File: src/rtl/gcd_pkg.sv
package gcd_pkg;

    typedef enum logic [2:0] {
        ST_IDLE = 3'd0,
        ST_LOAD = 3'd1,
        ST_CMP  = 3'd2,
        ST_SUBA = 3'd3,
        ST_SUBB = 3'd4,
        ST_COPY = 3'd5,
        ST_DONE = 3'd6
    } gcd_state_t;

    // Datapath control word driven by the controller
    typedef struct packed {
        logic ld_a;
        logic ld_b;
        logic sel_min;   // 0: minuend A, 1: minuend B
        logic sel_sub;   // 0: subtrahend B, 1: subtrahend A
        logic sel_src;   // 0: external operand, 1: subtractor output
        logic done;
    } gcd_ctl_t;

    // Comparator status returned to the controller
    typedef struct packed {
        logic lt;
        logic gt;
        logic eq;
        logic a_zero;
        logic b_zero;
    } gcd_sts_t;

endpackage

File: src/rtl/gcd_cmp.sv
module gcd_cmp
    import gcd_pkg::*;
#(
    parameter int W = 16
) (
    input  logic [W-1:0] a,
    input  logic [W-1:0] b,
    output gcd_sts_t     sts
);

    always_comb begin
        sts        = '0;
        sts.eq     = (a == b);
        sts.gt     = (a > b);
        sts.lt     = (a < b);
        sts.a_zero = (a == '0);
        sts.b_zero = (b == '0);
    end

endmodule

File: src/rtl/gcd_datapath.sv
module gcd_datapath
    import gcd_pkg::*;
#(
    parameter int W = 16
) (
    input  logic         clk,
    input  logic         rst_n,
    input  logic [W-1:0] op_a,
    input  logic [W-1:0] op_b,
    input  gcd_ctl_t     ctl,
    output gcd_sts_t     sts,
    output logic [W-1:0] a_val
);

    localparam int NREG = 2;

    typedef struct packed {
        logic [NREG-1:0][W-1:0] r;
    } dp_regs_t;

    dp_regs_t dp_d, dp_q;

    logic [W-1:0]            minuend;
    logic [W-1:0]            subtrahend;
    logic [W-1:0]            diff;
    logic [NREG-1:0][W-1:0]  ext;
    logic [NREG-1:0]         ld;

    // Operand select muxes feeding the single shared subtractor
    assign minuend    = ctl.sel_min ? dp_q.r[1] : dp_q.r[0];
    assign subtrahend = ctl.sel_sub ? dp_q.r[0] : dp_q.r[1];
    assign diff       = minuend - subtrahend;

    assign ext[0] = op_a;
    assign ext[1] = op_b;
    assign ld[0]  = ctl.ld_a;
    assign ld[1]  = ctl.ld_b;

    always_comb begin
        dp_d = dp_q;
        for (int i = 0; i < NREG; i++) begin
            if (ld[i]) begin
                dp_d.r[i] = ctl.sel_src ? diff : ext[i];
            end
        end
    end

    always_ff @(posedge clk or negedge rst_n) begin
        if (!rst_n) begin
            dp_q <= '0;
        end else begin
            dp_q <= dp_d;
        end
    end

    gcd_cmp #(.W(W)) u_cmp (
        .a   (dp_q.r[0]),
        .b   (dp_q.r[1]),
        .sts (sts)
    );

    assign a_val = dp_q.r[0];

endmodule

File: src/rtl/gcd_ctrl.sv
module gcd_ctrl
    import gcd_pkg::*;
(
    input  logic       clk,
    input  logic       rst_n,
    input  logic       start,
    input  gcd_sts_t   sts,
    output gcd_ctl_t   ctl,
    output gcd_state_t state
);

    typedef struct packed {
        gcd_state_t st;
    } ctrl_regs_t;

    ctrl_regs_t ctrl_d, ctrl_q;

    // Next-state logic
    always_comb begin
        ctrl_d = ctrl_q;
        unique case (ctrl_q.st)
            ST_IDLE: if (start) ctrl_d.st = ST_LOAD;
            ST_LOAD: ctrl_d.st = ST_CMP;
            ST_CMP: begin
                if (sts.eq || sts.b_zero) ctrl_d.st = ST_DONE;
                else if (sts.a_zero)      ctrl_d.st = ST_COPY;
                else if (sts.gt)          ctrl_d.st = ST_SUBA;
                else                      ctrl_d.st = ST_SUBB;
            end
            ST_SUBA: ctrl_d.st = ST_CMP;
            ST_SUBB: ctrl_d.st = ST_CMP;
            ST_COPY: ctrl_d.st = ST_DONE;
            ST_DONE: if (start) ctrl_d.st = ST_LOAD;
            default: ctrl_d.st = ST_IDLE;
        endcase
    end

    // Moore decode of the datapath control word
    always_comb begin
        ctl = '0;
        unique case (ctrl_q.st)
            ST_LOAD: begin
                ctl.ld_a    = 1'b1;
                ctl.ld_b    = 1'b1;
                ctl.sel_src = 1'b0;
            end
            ST_SUBA: begin
                ctl.ld_a    = 1'b1;
                ctl.sel_min = 1'b0;
                ctl.sel_sub = 1'b0;
                ctl.sel_src = 1'b1;
            end
            ST_SUBB: begin
                ctl.ld_b    = 1'b1;
                ctl.sel_min = 1'b1;
                ctl.sel_sub = 1'b1;
                ctl.sel_src = 1'b1;
            end
            ST_COPY: begin
                // A is zero: B - A = B written into A
                ctl.ld_a    = 1'b1;
                ctl.sel_min = 1'b1;
                ctl.sel_sub = 1'b1;
                ctl.sel_src = 1'b1;
            end
            ST_DONE: ctl.done = 1'b1;
            default: ctl = '0;
        endcase
    end

    always_ff @(posedge clk or negedge rst_n) begin
        if (!rst_n) begin
            ctrl_q.st <= ST_IDLE;
        end else begin
            ctrl_q <= ctrl_d;
        end
    end

    assign state = ctrl_q.st;

endmodule

File: src/rtl/gcd_core.sv
module gcd_core
    import gcd_pkg::*;
#(
    parameter int W = 16
) (
    input  logic         clk,
    input  logic         rst_n,
    input  logic         start,
    input  logic [W-1:0] op_a,
    input  logic [W-1:0] op_b,
    output logic [W-1:0] result,
    output logic         done
);

    gcd_ctl_t   ctl;
    gcd_sts_t   sts;
    gcd_state_t state;
    logic [W-1:0] a_val;

    gcd_ctrl u_ctrl (
        .clk   (clk),
        .rst_n (rst_n),
        .start (start),
        .sts   (sts),
        .ctl   (ctl),
        .state (state)
    );

    gcd_datapath #(.W(W)) u_dp (
        .clk   (clk),
        .rst_n (rst_n),
        .op_a  (op_a),
        .op_b  (op_b),
        .ctl   (ctl),
        .sts   (sts),
        .a_val (a_val)
    );

    assign result = a_val;
    assign done   = ctl.done;

endmodule

File: config.mk
export PLATFORM = sky130hd
export DESIGN_NAME = gcd_core
export DESIGN_NICKNAME = d
export VERILOG_FILES = /design/src/rtl/gcd_pkg.sv /design/src/rtl/gcd_cmp.sv /design/src/rtl/gcd_datapath.sv /design/src/rtl/gcd_ctrl.sv /design/src/rtl/gcd_core.sv
export SDC_FILE = /design/constraint.sdc
export NUM_CORES = 1
export LEC_CHECK = 0
export BUFFER_PORTS_ARGS = -buffer_cell sky130_fd_sc_hd__buf_2
export CORE_MARGIN = 5
export CORE_UTILIZATION = 52
export DETAILED_ROUTE_END_ITERATION = 12
export MAX_ROUTING_LAYER = met4
export PLACE_DENSITY = 0.72
export SYNTH_ARGS = -nofsm -noshare
export SYNTH_HDL_FRONTEND = slang
export SYNTH_SLANG_ARGS = --single-unit
File: constraint.sdc
create_clock -name clk -period 3.95 [get_ports clk]
set_clock_uncertainty 0.05 [all_clocks]
set_input_delay 0.395 -clock clk [delete_from_list [all_inputs] [get_ports clk]]
set_output_delay 0.395 -clock clk [all_outputs]
set_load 0.02 [all_outputs]
==> results_dict.tcl, run 1 <==
set metrics [dict create \
    status "finished, final reports clean" \
    drc 0 \
    fin_nets 522 \
    hold_ws_ns 0.143 \
    use_met1_pct 37.5 \
    antenna_cells 0 \
    num_vias 3561 \
    crit_type "register to register" \
    area_growth_pct 7.35 \
    cts_tree "built" \
    slew_headroom_pct 46.0 \
    syn_avg_cell_area_um2 7.79 \
    yosys.area_share.xor_xnor_pct 2.27 \
    die_h_um 91.7 \
    cp_cell_sequence "nand3b_1 -> o22a_1 -> ha_1 -> a221o_1 -> a2111oi_4 -> nor2_2 -> o31ai_4 -> a31oi_2 -> a21bo_1 -> a32o_1" \
    final_area_mm2 0.00373 \
    period_share_pct 81.2 \
    busiest_layer "met1" \
    ioPinCount 52 \
    slew_violations 0 \
    final.min_clock_period_ns 3.21 \
    yosysUniqueCellTypes 69 \
    synthAdderAreaFrac_pct 6.12 \
    synth_top_area_share_pct 25.2 \
    setup_viol 0 \
    yosys.area_share.simple_pct 24.1 \
    drt-pass1-iter-count 5 \
    grt_overflow 0 \
    peakVddDrop_mv 0.166 \
    port_buffers 51 \
    setup_slack_ns 0.744 \
    powerDensity_mw_per_mm2 175 \
    dpl-instance-area_mm2 0.00364 \
    yosysSeqAreaShare_pct 25.2 \
    dp.final_hpwl_um 8450 \
    grt_setup_unrepaired "false" \
    synth-seq-cells 35 \
    wirelength_um 10800 \
    p_leak_uw 0.00175 \
    netlist_top_cells_area "dfrtp_1 25%, ha_1 6.1%, nand2_1 5.7%, a21oi_1 4.3%, buf_4 3.9%" \
    max_freq_mhz 312 \
    synthFlopType "dfrtp_1" \
    cp-end-kind "register" \
    synth_top_area_cell "dfrtp_1" \
    postCtsSetupRepairBufs 0 \
    finalSetupTns_ns 0 \
    max_slew.worst_pin.slew_ns 0.810 \
    row_count 29 \
    avgRoutedWirePerCell_um 19.7 \
    syn_inst 446 \
    crit_required_ns 4.07 \
    cpPeakStageDelay_ns 0.70 \
    clk_latency_ns 0.29 \
    path_delay_family "compound AO/OA/AOI/OAI gates" \
    numCtsBuffers 5 \
    cp_data_arrival_time_ns 3.32 \
    cts_buffer_depth 2 \
    synth_edf_count 0 \
    cts.sinks 35 \
    grt_start_max_net_pins 36 \
    start_util_pct 54.1 \
    hold_viol 0 \
    drive_gt1_share_pct 18.3 \
    synth_compound_area_share_pct 30.0 \
    ctsHoldBuffers 0 \
    antenna_found_initial 0 \
    gr-usage-met3_pct 5.97 \
    drtIter0Drc 278 \
    first_global_vias 3205 \
    synthMuxAreaShare_pct 2.63 \
    met2_usage_pct 36.3 \
    cts.clk_slew.worst_paths_ns 0.07 \
    viasPerCell 6.51 \
    critPathLaunchType "register" \
    synth.most_common_cell "nand2_1" \
    min_path_type "input pin to asynchronous set/reset pin" \
    synth_top_family_by_area "compound AO/OA/AOI/OAI gates" \
    drtAntennaViolNets 0 \
    post-place-ws_ns 0.830 \
    crit_fanout 20 \
    grt_pass1_wl_um 17000 \
    ys_warn_count 0 \
    die_w_um 91.7 \
    root_buffer "clkbuf_8" \
    gp_congestion 0.980 \
    grt_use_total_pct 26.1 \
    cp_slowest_cell "dfrtp_1" \
    ctsHtreeMaxLevel 2 \
    die_area_mm2 0.00842 \
    syn-num-nets 498 \
    synthArstFlopShare_pct 100 \
    syn_area_mm2 0.00347 \
    ctsResizeCount 0 \
    r2r_start "u_ctrl.state[2]$_DFFE_PN0P_" \
    core_mm2 0.00642 \
    drv_cap 0 \
    critPathLaunch "u_ctrl.state[2]$_DFFE_PN0P_" \
    cp_num_buf_inv 0 \
    synth_commonest_cells "53 x nand2_1, 35 x dfrtp_1, 34 x nor2_1, 30 x a21oi_1, 26 x inv_1" \
]
-- kinds of logic after synthesis --
| kind of cell | count (synthesis) |
|---|---|
| buffers and inverters | 67 |
| AO/OA/AOI/OAI | 147 |
| adder cells (fa/ha/maj) | 17 |
| flip-flops | 35 |
| XOR/XNOR | 9 |
| multiplexers | 9 |
| AND/OR/NAND/NOR | 162 |
-- path summary, 6_finish.rpt --
path | endpoint | slack (ns) | cells after the start
max in group asynchronous | u_dp.dp_q[22]$_DFFE_PN0P_ | 3.19 | 1
setup / recovery | u_dp.a_val[10]$_DFFE_PN0P_ | 0.74 | 10
hold / removal | u_dp.dp_q[27]$_DFFE_PN0P_ | 0.14 | 1
min in group clk | u_dp.dp_q[24]$_DFFE_PN0P_ | 0.30 | 3
setup reg to reg | u_dp.a_val[10]$_DFFE_PN0P_ | 0.74 | 10
hold reg to reg | u_dp.dp_q[29]$_DFFE_PN0P_ | 0.55 | 2
-- registers in the layout, summed over array words and instances, names as in the netlist --
signal        flops
u_dp.a_val       16
u_dp.dp_q        16
u_ctrl.state      3
-- cell usage in the layout (no fill, tap or decap), types with 11 or more instances in the layout --
| cell type | synthesis | routed |
|---|---|---|
| a21oi_1 | 30 | 29 |
| a31oi_1 | 14 | 14 |
| buf_2 | 3 | 51 |
| dfrtp_1 | 35 | 35 |
| ha_1 | 17 | 17 |
| inv_1 | 26 | 26 |
| nand2_1 | 53 | 53 |
| nand2b_1 | 15 | 15 |
| nor2_1 | 34 | 34 |
| o21ai_0 | 20 | 20 |
| o22ai_1 | 11 | 11 |
-- metrics by stage --
step	total power (uW)	utilization [%]	instances
after floorplan	369	-	446
after global placement	394	56.7	540
after detailed placement	394	56.7	540
after CTS	653	58.1	547
after global routing	677	58.1	547
final	652	58.1	547
-- where the power goes --
| group | internal, uW | switching (uW) | leakage, uW |
|---|---|---|---|
| sequential | 358 | 0 | 0.000464 |
| clock | 137 | 128 | 0.0000470 |
| combinational | 13.8 | 15.3 | 0.00124 |
-- area by class of cell --
cell class                 count  area (um^2)
sequential                    35          876
tap                           77         96.3
fill                         600         2690
clock buffer                   6         82.6
inverter                      26         97.6
clock inverter                 1         5.00
timing repair buffer          58          308
multi-input combinational    344         2260
-- metal layers --
layer | share of wire, % | wire length (um) | vias up
met5 | 0 | 0 | -
met4 | 2.0 | 220 | 0
met1 | 46 | 5010 | 1696
met2 | 42 | 4540 | 188
li1 | - | - | 1659
met3 | 9.4 | 1020 | 18
Note: power is estimated with default switching activity, not from simulation.
==> inputs of run 2 (changes only) <==
--- a/config.mk
+++ b/config.mk
@@ -5,6 +5,7 @@
 export SDC_FILE = /design/constraint.sdc
 export NUM_CORES = 1
 export LEC_CHECK = 0
+export ABC_AREA = 1
 export BUFFER_PORTS_ARGS = -buffer_cell sky130_fd_sc_hd__buf_2
 export CORE_MARGIN = 5
 export CORE_UTILIZATION = 52
==> constraint.sdc (replaced) <==
create_clock -name clk -period 3 [get_ports clk]
set_clock_uncertainty 0.05 [all_clocks]
set_input_delay 0.3 -clock clk [delete_from_list [all_inputs] [get_ports clk]]
set_output_delay 0.3 -clock clk [all_outputs]
set_load 0.02 [all_outputs]
==> results_dict.tcl, run 2 <==
set metrics [dict create \
    setup_viol 0 \
    slew_headroom_pct 45.6 \
    postLayoutCoreUtil_pct 59.2 \
    ctsHoldBuffers 0 \
    die_area_mm2 0.00782 \
    die_h_um 88.4 \
    cts_buffer_depth 2 \
    postCtsSetupRepairBufs 0 \
    slew_violations 0 \
    ctsResizeCount 0 \
    drtIter0Drc 223 \
    status "finished, final reports clean" \
    start_util_pct 53.7 \
    syn_area_mm2 0.00320 \
    drc 0 \
    grt_setup_unrepaired "false" \
    avgRoutedWirePerCell_um 15.3 \
    cp_cell_sequence "inv_2 -> nand2_4 -> nand3_1 -> and2_1 -> ha_1 -> inv_1 -> nand2_1 -> nand2_1 -> nand3_1 -> nand3_1 -> nand3_1 -> nand2_1 -> nand3_1 -> a21oi_1" \
    fin_nets 580 \
    finalSetupTns_ns 0 \
    grt_start_max_net_pins 36 \
    ys_warn_count 0 \
    synth-seq-cells 35 \
    first_global_vias 3179 \
    num_vias 3343 \
    numCtsBuffers 5 \
    synth_edf_count 0 \
    min_path_type "input pin to asynchronous set/reset pin" \
    final_cell_mix "128 x nand2_1, 67 x inv_1, 57 x a21oi_1" \
    critPathMostFrequentCell "nand3_1" \
    dp.final_hpwl_um 7170 \
    ctsHtreeMaxLevel 2 \
    cp_data_arrival_time_ns 2.50 \
    row_count 28 \
    wl_met1_um 4300 \
    grt_overflow 0 \
    cpPeakStageDelay_ns 0.49 \
    cp_slowest_cell "dfrtp_1" \
    syn_avg_cell_area_um2 6.53 \
    crit_fanout 17 \
    port_buffers 51 \
    r2r_start "u_ctrl.state[1]$_DFFE_PN0P_" \
    wl_met3_um 662 \
    grt_pass1_wl_um 15200 \
    crit_required_ns 3.17 \
    syn_inst 490 \
    r2r_end "u_dp.a_val[12]$_DFFE_PN0P_" \
    root_buffer "clkbuf_8" \
    topRoutingLayerUsed "met4" \
    synth.most_common_cell "nand2_1" \
    cts.clk_slew.worst_paths_ns 0.08 \
    core_mm2 0.00596 \
    period_share_pct 77.9 \
    cts_tree "built" \
    drt-pass1-iter-count 5 \
    grt_use_total_pct 25.6 \
    r2r_cells 14 \
    max_slew.worst_pin.slew_ns 0.816 \
    drive_gt1_share_pct 17.0 \
    cp_num_buf_inv 2 \
    cp-end-kind "register" \
    synth_commonest_cells "128 x nand2_1, 67 x inv_1, 57 x a21oi_1, 36 x nand3_1" \
    synthArstFlopShare_pct 100 \
    critPathLaunchType "register" \
    synth_top_area_cell "dfrtp_1" \
    cts.sinks 35 \
    hold_viol 0 \
    ioPinCount 52 \
    area_growth_pct 10.3 \
    final.min_clock_period_ns 2.34 \
    met2_length_um 4160 \
    viasPerCell 5.53 \
    setup_slack_ns 0.664 \
    hold_ws_ns 0.0431 \
    yosysUniqueCellTypes 33 \
    syn-num-nets 542 \
    yosysSeqAreaShare_pct 27.4 \
    antenna_found_initial 0 \
    die_w_um 88.4 \
    gp_congestion 0.991 \
    netlist_top_cells_area "dfrtp_1 27%, nand2_1 15%, a21oi_1 8.9%, inv_1 7.9%, ha_1 6.7%" \
    clk_latency_ns 0.30 \
    drv_cap 0 \
    antenna_cells 0 \
    synth_top_area_share_pct 27.4 \
    crit_type "register to register" \
    path_delay_family "simple AND/OR/NAND/NOR gates" \
    drtAntennaViolNets 0 \
    final_common_cell "nand2_1" \
    regToRegSetupSlack_ns 0.66 \
    wirelength_um 9230 \
    max_freq_mhz 428 \
    post-place-ws_ns 0.712 \
    synthFlopType "dfrtp_1" \
]
[run 2: final cells by class]
class / count / area [um^2]
fill: 582 / 2430
multi-input combinational: 357 / 1870
sequential: 35 / 876
timing repair buffer: 58 / 308
inverter: 71 / 267
tap: 75 / 93.8
clock buffer: 6 / 82.6
clock inverter: 2 / 35.0
[run 2: stage by stage]
step	area, um^2	instances
after CTS	3530	604
after detailed placement	3410	596
after global placement	3410	596
final	3530	604
after floorplan	3200	490
after global routing	3530	604
[run 2: routing by layer]
metal  up-vias  global-route usage [%]
met3        12                    4.00
met4         0                    5.77
met2       114                    41.3
met5         -                       -
li1       1682                       -
met1      1535                    34.0
[run 2: cells by family (layout without fill, tap and decap cells)]
group | Yosys count | after routing | synth area share, %
flops | 35 | 35 | 27.4
compound gates | 105 | 105 | 18.6
buf+inv | 98 | 137 | 14.4
fa+ha+maj | 17 | 17 | 6.65
xor+xnor | 1 | 1 | 0.274
simple gates | 234 | 234 | 32.7
[run 2: worst reg2reg max path: stages, from the launching register on]
cell and delay, ns:
dfrtp_1 0.49, inv_2 0.09, nand2_4 0.21, nand3_1 0.13
and2_1 0.18, ha_1 0.17, inv_1 0.05, nand2_1 0.11
nand2_1 0.09, nand3_1 0.13, nand3_1 0.13, nand3_1 0.08
nand2_1 0.06, nand3_1 0.13, a21oi_1 0.17
[run 2: worst max path at each step]
stage | to | start | cells after the start | slack [ns]
3_3_place_gp | u_dp.dp_q[26]$_DFFE_PN0P_ | u_ctrl.state[1]$_DFFE_PN0P_ | 14 | 0.74
5_1_grt | u_dp.a_val[12]$_DFFE_PN0P_ | u_ctrl.state[1]$_DFFE_PN0P_ | 14 | 0.43
6_report | u_dp.a_val[12]$_DFFE_PN0P_ | u_ctrl.state[1]$_DFFE_PN0P_ | 14 | 0.66
2_1_floorplan | u_dp.a_val[8]$_DFFE_PN0P_ | u_ctrl.state[2]$_DFFE_PN0P_ | 15 | 1.18
4_1_cts | u_dp.dp_q[26]$_DFFE_PN0P_ | u_ctrl.state[1]$_DFFE_PN0P_ | 14 | 0.69
3_5_place_dp | u_dp.dp_q[26]$_DFFE_PN0P_ | u_ctrl.state[1]$_DFFE_PN0P_ | 14 | 0.71
Power of run 2 is not shown: default switching activity piles up to over one toggle a cycle in this logic, so the estimate is an artifact.
==> inputs of run 3 (changes only) <==
--- a/config.mk
+++ b/config.mk
@@ -5,13 +5,13 @@
 export SDC_FILE = /design/constraint.sdc
 export NUM_CORES = 1
 export LEC_CHECK = 0
-export ABC_AREA = 1
+export ABC_AREA = 0
 export BUFFER_PORTS_ARGS = -buffer_cell sky130_fd_sc_hd__buf_2
 export CORE_MARGIN = 5
 export CORE_UTILIZATION = 52
 export DETAILED_ROUTE_END_ITERATION = 12
 export MAX_ROUTING_LAYER = met4
-export PLACE_DENSITY = 0.72
+export PLACE_DENSITY = 0.75
 export SYNTH_ARGS = -nofsm -noshare
 export SYNTH_HDL_FRONTEND = slang
 export SYNTH_SLANG_ARGS = --single-unit
==> constraint.sdc (replaced) <==
create_clock -name clk -period 2.1 [get_ports clk]
set_clock_uncertainty 0.05 [all_clocks]
set_input_delay 0.21 -clock clk [delete_from_list [all_inputs] [get_ports clk]]
set_output_delay 0.21 -clock clk [all_outputs]
set_load 0.02 [all_outputs]
==> results_dict.tcl, run 3 (synthesis results as in run 1) <==
set metrics [dict create \
    hold_ws_ns 0.121 \
    avgRoutedWirePerCell_um 22.9 \
    nFillCells 349 \
    drtIter0Drc 626 \
    crit_type "register to register" \
    final_cell_mix "138 x buf_4, 52 x nand2_1, 51 x buf_2" \
    core_mm2 0.00642 \
    grt_overflow 0 \
    area_growth_pct 57.9 \
    num_vias 4578 \
    critPathLaunch "u_ctrl.state[1]$_DFFE_PN0P_" \
    final_common_cell "buf_4" \
    die_area_mm2 0.00842 \
    wirelength_um 16000 \
    drtAntennaViolNets 0 \
    cts_buffer_depth 2 \
    row_count 29 \
    cp-end-kind "register" \
    peakVddDrop_mv 0.291 \
    final_area_mm2 0.00549 \
    min_path_type "input pin to register" \
    r2r_end "u_dp.a_val[10]$_DFFE_PN0P_" \
    violations "negative setup slack" \
    drive_gt1_share_pct 47.0 \
    dp_cells 665 \
    slew_violations 0 \
    drc 0 \
    status "finished, violations left" \
    grt_setup_unrepaired "true" \
    critPathLaunchType "register" \
    drt-pass1-iter-count 5 \
    die_w_um 91.7 \
    cts.sinks 35 \
    clk_latency_ns 0.30 \
    dp.final_hpwl_um 10100 \
    antenna_cells 0 \
    p_total_uw 1230 \
    hold_viol 0 \
    setup_viol 31 \
    drv_cap 0 \
    crit_required_ns 2.23 \
    final.min_clock_period_ns 2.88 \
    ioPinCount 52 \
    grt_pass1_wl_um 23500 \
    start_util_pct 54.1 \
    viasPerCell 6.58 \
    crit_fanout 6 \
    fin_cells 696 \
    endpoint "u_dp.a_val[10]$_DFFE_PN0P_" \
    regToRegSetupSlack_ns -0.78 \
    grt_use_total_pct 36.2 \
    ctsHtreeMaxLevel 2 \
    period_share_pct 137 \
    cts.clk_slew.worst_paths_ns 0.08 \
    cp_data_arrival_time_ns 3.01 \
    die_h_um 91.7 \
    powerDensity_mw_per_mm2 224 \
    antenna_found_initial 0 \
    r2r_start "u_ctrl.state[1]$_DFFE_PN0P_" \
    grt_start_max_net_pins 36 \
    setup_slack_ns -0.777 \
    max_slew.worst_pin.slew_ns 0.833 \
    r2r_cells 11 \
    slew_headroom_pct 44.5 \
    p_leak_uw 0.00266 \
    numCtsBuffers 5 \
    root_buffer "clkbuf_8" \
    max_freq_mhz 348 \
    dpl-instance-area_mm2 0.00463 \
    first_global_vias 4478 \
    gp_congestion 1.00 \
    finalSetupTns_ns -15.67 \
    port_buffers 51 \
    cts_tree "built" \
    fin_nets 670 \
]
==> run 3: changes by cell type in the layout (fill, tap and decap cells not counted), sizes merged, moves of 12 or more <==
cell	change
a22oi	-19
a21oi	-30
nand2	-81
buf	+147
nand3	-38
a31oi	+13
o22ai	+12
nand2b	+15
inv	-44
==> run 3: power by group <==
| part | internal, uW | switching, uW |
|---|---|---|
| registers | 673 | 0 |
| clock network | 233 | 265 |
| logic | 27.6 | 31.2 |
==> run 3: area by class of cell <==
type | count | area (um^2) | share of cell area [%]
Multi-Input combinational cell | 344 | 2830 | 51.5
Timing Repair Buffer | 206 | 1510 | 27.5
Sequential cell | 35 | 877 | 16.0
Inverter | 26 | 97.6 | 1.78
Tap cell | 77 | 96.3 | 1.76
Clock buffer | 7 | 76.3 | 1.39
Clock inverter | 1 | 5.00 | 0.0912
==> run 3: critical path, cell delays in order (launching register included) <==
cell and delay, ns:
dfrtp_2 0.45, nand3b_1 0.21, o22a_1 0.21, ha_2 0.18
a221o_1 0.32, a2111oi_4 0.30, buf_4 0.20, nor2_4 0.06
o31ai_4 0.23, a31oi_4 0.14, a21bo_1 0.18, a32o_1 0.24
==> run 3: worst min path at each step <==
stage | slack (ns) | to | start | cells after the start
after global placement | 0.28 | u_dp.a_val[11]$_DFFE_PN0P_ | rst_n | 1
after detailed placement | 0.29 | u_dp.a_val[11]$_DFFE_PN0P_ | rst_n | 1
after CTS | 0.11 | u_dp.dp_q[17]$_DFFE_PN0P_ | op_b[1] | 3
after global routing | 0.14 | u_dp.dp_q[27]$_DFFE_PN0P_ | op_b[11] | 3
final | 0.12 | u_dp.dp_q[27]$_DFFE_PN0P_ | op_b[11] | 3
after floorplan | -0.14 | u_ctrl.state[0]$_DFFE_PN0P_ | rst_n | 0
==> run 3: per-layer routing <==
layer / vias up / track usage [%] / share of wire [%]
met5: - / - / 0
met4: 0 / 14.2 / 4.7
met3: 95 / 6.63 / 12
met2: 384 / 56.2 / 45
met1: 2142 / 47.0 / 38
li1: 1957 / - / -
==> run 3: metrics by stage <==
step / utilization (%) / worst slack, ns
2_1_floorplan: - / -0.686
3_3_place_gp: 72.1 / -0.779
3_5_place_dp: 72.1 / -0.807
4_1_cts: 83.2 / -0.649
5_1_grt: 85.4 / -0.854
6_report: 85.4 / -0.777
==> run 3: timing repair <==
item,in CTS,in global routing
hold endpoints to repair,35,0
pin swaps,43,15
endpoints found under the setup margin,31,33
resized for setup,88,20
hold buffers,1,0
buffers inserted,21,5
